## src/rtl/seqtab_pkg.sv

```systemverilog
package seqtab_pkg;

  typedef enum logic [1:0] {
    RG_NONE = 2'd0,
    RG_KEY  = 2'd1,
    RG_CTRL = 2'd2,
    RG_TBL  = 2'd3
  } region_e;

  typedef enum logic [1:0] {
    CMD_OTHER  = 2'd0,
    CMD_LOCK   = 2'd1,
    CMD_UNLOCK = 2'd2
  } lock_cmd_e;

  localparam logic [31:0] KEY_MAGIC  = 32'h5AF0_5AF0;
  localparam logic [31:0] CODE_LOCK   = 32'd1;
  localparam logic [31:0] CODE_UNLOCK = 32'd2;

  function automatic lock_cmd_e classify_cmd(input logic [31:0] d);
    if (d == CODE_LOCK)        return CMD_LOCK;
    else if (d == CODE_UNLOCK) return CMD_UNLOCK;
    else                       return CMD_OTHER;
  endfunction

endpackage

```

## src/rtl/seqtab_decode.sv

```systemverilog
module seqtab_decode
  import seqtab_pkg::*;
#(
  parameter int ADDR_W = 8,
  parameter int DEPTH  = 64,
  parameter logic [ADDR_W-1:0] KEY_ADDR  = 8'h00,
  parameter logic [ADDR_W-1:0] CTRL_ADDR = 8'h01,
  parameter logic [ADDR_W-1:0] TBL_BASE  = 8'h40,
  localparam int IDX_W = $clog2(DEPTH)
) (
  input  logic [ADDR_W-1:0] addr_i,
  output region_e           region_o,
  output logic [IDX_W-1:0]  idx_o
);

  localparam logic [ADDR_W:0] DEPTH_A = DEPTH[ADDR_W:0];

  logic [ADDR_W-1:0] offset;

  function automatic region_e map_region(input logic [ADDR_W-1:0] a,
                                         input logic [ADDR_W-1:0] off);
    if (a == KEY_ADDR)                  return RG_KEY;
    else if (a == CTRL_ADDR)            return RG_CTRL;
    else if ({1'b0, off} < DEPTH_A)     return RG_TBL;
    else                                return RG_NONE;
  endfunction

  always_comb begin
    offset   = addr_i - TBL_BASE;
    region_o = map_region(addr_i, offset);
    idx_o    = offset[IDX_W-1:0];
  end

endmodule

```

## src/rtl/seqtab_guard.sv

```systemverilog
module seqtab_guard
  import seqtab_pkg::*;
#(
  parameter int DATA_W = 32
) (
  input  logic              clk,
  input  logic              rst_n,
  input  logic              wr_valid_i,
  input  region_e           region_i,
  input  logic [DATA_W-1:0] data_i,
  output logic              locked_o
);

  logic      armed_q, armed_d;
  logic      locked_q, locked_d;
  logic      key_ok;
  logic      ctrl_wr;
  lock_cmd_e cmd;
  logic      lock_evt;
  logic      unlock_evt;

  always_comb begin
    key_ok     = wr_valid_i && (region_i == RG_KEY) && (data_i == KEY_MAGIC);
    ctrl_wr    = wr_valid_i && (region_i == RG_CTRL);
    cmd        = classify_cmd(data_i);
    lock_evt   = ctrl_wr && armed_q && (cmd == CMD_LOCK);
    unlock_evt = ctrl_wr && armed_q && (cmd == CMD_UNLOCK);
    armed_d    = wr_valid_i ? key_ok : armed_q;
    if (lock_evt)        locked_d = 1'b1;
    else if (unlock_evt) locked_d = 1'b0;
    else                 locked_d = locked_q;
  end

  always_ff @(posedge clk or negedge rst_n) begin
    if (!rst_n) begin
      armed_q  <= 1'b0;
      locked_q <= 1'b0;
    end else begin
      armed_q  <= armed_d;
      locked_q <= locked_d;
    end
  end

  assign locked_o = locked_q;


  lock_take_chk: assert property (@(posedge clk) disable iff (!rst_n)
    lock_evt |=> locked_q);


  unlock_take_chk: assert property (@(posedge clk) disable iff (!rst_n)
    unlock_evt |=> !locked_q);


  arm_needed_chk: assert property (@(posedge clk) disable iff (!rst_n)
    !armed_q |=> $stable(locked_q));


  arm_spent_chk: assert property (@(posedge clk) disable iff (!rst_n)
    ctrl_wr |=> !armed_q);


  arm_hold_chk: assert property (@(posedge clk) disable iff (!rst_n)
    (armed_q && !wr_valid_i) |=> armed_q);

endmodule

```

## src/rtl/seqtab_store.sv

```systemverilog
module seqtab_store #(
  parameter int DATA_W = 32,
  parameter int DEPTH  = 64,
  localparam int IDX_W = $clog2(DEPTH)
) (
  input  logic              clk,
  input  logic              rst_n,
  input  logic              wr_hit_i,
  input  logic              lock_i,
  input  logic [IDX_W-1:0]  wr_idx_i,
  input  logic [DATA_W-1:0] wr_data_i,
  input  logic [IDX_W-1:0]  rd_idx_i,
  output logic [DATA_W-1:0] rd_data_o
);

  logic [DEPTH-1:0][DATA_W-1:0] mem;
  logic                         wr_open;

  assign wr_open = wr_hit_i && !lock_i;

  for (genvar gi = 0; gi < DEPTH; gi++) begin : g_word
    always_ff @(posedge clk or negedge rst_n) begin
      if (!rst_n)
        mem[gi] <= '0;
      else if (wr_open && (wr_idx_i == IDX_W'(gi)))
        mem[gi] <= wr_data_i;
    end
  end

  assign rd_data_o = mem[rd_idx_i];


  locked_drop_chk: assert property (@(posedge clk) disable iff (!rst_n)
    (wr_hit_i && lock_i) |=> $stable(mem));


  nonhit_hold_chk: assert property (@(posedge clk) disable iff (!rst_n)
    !wr_hit_i |=> $stable(mem));


  word_update_chk: assert property (@(posedge clk) disable iff (!rst_n)
    wr_open |=> (mem[$past(wr_idx_i)] == $past(wr_data_i)));

endmodule

```

## src/rtl/seqtab_regfile.sv

```systemverilog
module seqtab_regfile
  import seqtab_pkg::*;
#(
  parameter int ADDR_W = 8,
  parameter int DATA_W = 32,
  parameter int DEPTH  = 64,
  parameter logic [ADDR_W-1:0] KEY_ADDR  = 8'h00,
  parameter logic [ADDR_W-1:0] CTRL_ADDR = 8'h01,
  parameter logic [ADDR_W-1:0] TBL_BASE  = 8'h40,
  localparam int IDX_W = $clog2(DEPTH)
) (
  input  logic              clk,
  input  logic              rst_n,
  input  logic              wr_valid,
  input  logic [ADDR_W-1:0] wr_addr,
  input  logic [DATA_W-1:0] wr_data,
  input  logic [IDX_W-1:0]  rd_idx,
  output logic [DATA_W-1:0] rd_word,
  output logic              lock_state
);

  region_e          region;
  logic [IDX_W-1:0] wr_idx;
  logic             tbl_hit;
  logic             locked;

  seqtab_decode #(
    .ADDR_W(ADDR_W), .DEPTH(DEPTH),
    .KEY_ADDR(KEY_ADDR), .CTRL_ADDR(CTRL_ADDR), .TBL_BASE(TBL_BASE)
  ) u_decode (
    .addr_i  (wr_addr),
    .region_o(region),
    .idx_o   (wr_idx)
  );

  seqtab_guard #(.DATA_W(DATA_W)) u_guard (
    .clk       (clk),
    .rst_n     (rst_n),
    .wr_valid_i(wr_valid),
    .region_i  (region),
    .data_i    (wr_data),
    .locked_o  (locked)
  );

  assign tbl_hit = wr_valid && (region == RG_TBL);

  seqtab_store #(.DATA_W(DATA_W), .DEPTH(DEPTH)) u_store (
    .clk      (clk),
    .rst_n    (rst_n),
    .wr_hit_i (tbl_hit),
    .lock_i   (locked),
    .wr_idx_i (wr_idx),
    .wr_data_i(wr_data),
    .rd_idx_i (rd_idx),
    .rd_data_o(rd_word)
  );

  assign lock_state = locked;


  unmapped_lock_chk: assert property (@(posedge clk) disable iff (!rst_n)
    (wr_valid && region == RG_NONE) |=> $stable(lock_state));

endmodule

```

## config.mk

```make
export PLATFORM = sky130hd
export DESIGN_NAME = seqtab_regfile
export DESIGN_NICKNAME = d
export VERILOG_FILES = /design/src/rtl/seqtab_pkg.sv /design/src/rtl/seqtab_decode.sv /design/src/rtl/seqtab_guard.sv /design/src/rtl/seqtab_store.sv /design/src/rtl/seqtab_regfile.sv
export SDC_FILE = /design/constraint.sdc
export NUM_CORES = 2
export LEC_CHECK = 0
export BUFFER_PORTS_ARGS = -buffer_cell sky130_fd_sc_hd__buf_2
export CAP_MARGIN = 5
export CORE_MARGIN = 2
export CORE_UTILIZATION = 45
export CTS_CLUSTER_DIAMETER = 120
export DETAILED_ROUTE_END_ITERATION = 10
export GPL_ROUTABILITY_DRIVEN = 0
export PLACE_DENSITY_LB_ADDON = 0.05
export SLEW_MARGIN = 20
export SYNTH_ARGS = -nofsm -noshare
export SYNTH_HDL_FRONTEND = slang
export SYNTH_SLANG_ARGS = --single-unit
```

## constraint.sdc

```tcl
create_clock -name clk -period 3.5 [get_ports clk]
set_clock_uncertainty 0.05 [all_clocks]
set_input_delay 0.7 -clock clk [delete_from_list [all_inputs] [get_ports clk]]
set_output_delay 0.7 -clock clk [all_outputs]
set_load 0.01 [all_outputs]
```

==> flow_metrics.py <==
metrics = {
    "sta": {
        "setup_viol": 31,
        "fin_crit_sh_pct": 106,
        "worst_pin_slew_ns": 1.00,
        "rsz0062_at_grt": "yes",
        "post-route-min-period_ns": 3.72,
        "drv_slew": 0,
        "holdWs_ns": 0.0823,
        "finalHoldViolCount": 0,
        "setup_ws_ns": -0.217,
        "relSlewSlack_pct": 32.7,
        "max_freq_mhz": 269,
    },
    "logic_synthesis": {
        "post-synth-top-area-cell": "dfrtp_1",
        "seq_area_frac_synth_pct": 55.0,
        "syn_inst": 6146,
        "ys_ff_latch": 2050,
        "synthDistinctLibCells": 53,
        "yosysTopAreaCellShare_pct": 55.0,
        "syn_avg_cell_area_um2": 15.2,
        "ys_warn_count": 0,
        "synth_area_um2": 93300,
        "synthArstFlopShare_pct": 100,
        "synth_edf_count": 0,
        "synth.area.top_cells": "dfrtp_1, mux2_2, mux4_2",
        "syn_nets": 6195,
        "ys.flop_type": "dfrtp_1",
    },
    "grt": {
        "grt_use_total_pct": 27.2,
        "antenna_found_initial": 17,
        "grt_pass1_vias": 58400,
        "grt_max_degree": 128,
        "grt_pass1_wl_mm": 419,
        "overflow": 0,
    },
    "route": {
        "vias": 55700,
        "first_pass_iters": 5,
        "drc_errors": 0,
        "drt-initial-drc-count": 3616,
        "viasPerCell": 5.92,
        "routedWlPerCell_um": 30.3,
        "antenna_left": 0,
        "drt-total-wl_mm": 285,
    },
    "clock_tree": {
        "cts_tree": "built",
        "cts_buffer_depth": 3,
        "h-tree-depth": 4,
        "cts_sinks": 2050,
        "numCtsBuffers": 225,
        "cts_root_buf": "clkbuf_16",
        "path_clk_slew_ns": 0.06,
        "worstSkewPairLatency_ns": 0.88,
    },
    "setup_path": {
        "crit_required_ns": 2.75,
        "endpoint_kind": "output port",
        "crit_arrival_ns": 2.97,
        "worstSetupPathType": "in2out",
        "crit_fanout": 8,
        "cp-start-kind": "input pin",
    },
    "die": {
        "core_region_area_um2": 207000,
        "initial_utilization_pct": 45.2,
        "die_h_um": 459,
        "rows": 167,
        "die_w_um": 459,
        "dieArea_um2": 211000,
        "ios": 82,
    },
    "worst_hold_path": {
        "hold_path_class": "in2reg",
    },
    "layout": {
        "areaGrowthSynthToFinish_pct": 19.3,
        "fin_cells": 9407,
        "fin_area_um2": 111000,
        "final_cell_mix": "dfrtp_1, mux2_2, mux4_2, buf_4, clkbuf_16",
        "drive_gt1_share_pct": 56.9,
        "fin_nets": 6544,
        "final_common_cell": "dfrtp_1",
    },
    "power_and_ir_drop": {
        "leakage_uw": 0.0539,
        "peakVddDrop_mv": 0.528,
        "power.density_nw_per_um2": 495,
    },
    "place": {
        "dp_cells": 8876,
        "post_dp_cell_area_um2": 100000,
        "port_buffers": 81,
        "hpwl_mm": 174,
    },
    "run": {
        "cap_violations": 0,
    },
    "run_status": {
        "violations": "setup timing",
        "status": "finished with violations",
    },
}
-- synthesized netlist by cell type, drive strengths merged (2+ instances only) --
cell type	count
mux2	2015
o21ai	119
or2	4
o221ai	18
o22ai	108
nor4	21
nand3	18
or3	2
nor2	101
nor3	11
mux4	433
a211oi	21
and2	6
inv	5
nand3b	4
mux2i	192
and3	3
nand4	9
dfrtp	2050
a21oi	75
nor2b	20
a221oi	21
buf	314
o22a	12
nand2b	12
a311oi	29
clkbuf	309
a22o	11
nand2	190
nor3b	2
a22oi	2
-- timing repair --
action | in CTS | in global routing
endpoints found under the setup margin | 32 | 32
cloned | 19 | 7
resized for setup | 297 | 140
buffers inserted | 45 | 43
hold buffers | 1 | 0
pin swaps | 43 | 54
endpoints found under the hold margin | 28 | 0
-- metrics by stage --
stage	TNS (ns)	util (%)	total power (uW)	setup WS, ns
floorplan	0	-	28400	0.493
global placement	-15.08	48.5	30600	-0.829
detailed placement	-15.18	48.5	30700	-0.828
CTS	-5.02	53.3	55500	-0.245
global route	-5.46	53.9	57100	-0.255
finish	-4.04	53.9	55100	-0.217
-- cell type report --
class	instances	area (um^2)
inverters	5	18.8
well taps	2704	3380
repair buffers	745	8410
multi-input cells	3468	40600
clock inverters	68	876
clock buffers	351	6720
flip-flops and latches	2050	51300
diodes	16	40.0
fillers	17000	95300
-- metal layers --
metal	GRT usage (%)	routed length (um)
met3	3.40	10700
met4	7.49	7880
met2	44.0	136000
met5	0	0
met1	38.8	131000
-- power by group --
group | switching [uW] | internal [uW] | total [uW]
clock network | 10100 | 14100 | 24200
logic | 2880 | 2590 | 5470
registers | 539 | 24800 | 25400
total | 13500 | 41600 | 55100
-- flip-flops by register name (all words and copies together), names as in the netlist --
register          cells
u_guard.armed_q       1
u_store.mem        2048
u_guard.locked_o      1
-- final timing paths --
kind,to,slack (ns),cells after the start,start
hold reg to reg,u_store.mem[257],0.43,2,u_store.mem[257]
setup reg to reg,u_store.mem[1980],0.74,6,u_guard.locked_o
setup / recovery,rd_word[18],-0.22,10,rd_idx[0]
max in group asynchronous,u_store.mem[1363],1.85,3,rst_n
hold / removal,u_guard.armed_q,0.08,2,wr_valid
min in group asynchronous,u_store.mem[15],0.35,2,rst_n
-- logic make-up after synthesis --
family	synth area share, %
buffers and inverters	3.31
flip-flops	55.0
AO/OA/AOI/OAI	2.91
multiplexers	36.8
AND/OR/NAND/NOR	1.98
-- worst max-delay path, stage by stage --
cell	delay, ns
buf_16	0.14
buf_16	0.18
buf_16	0.16
buf_12	0.13
mux4_2	0.33
mux2i_2	0.08
nor2_1	0.14
a311oi_2	0.09
nor4_4	0.72
buf_2	0.26
(Power assumes the default switching activity.)
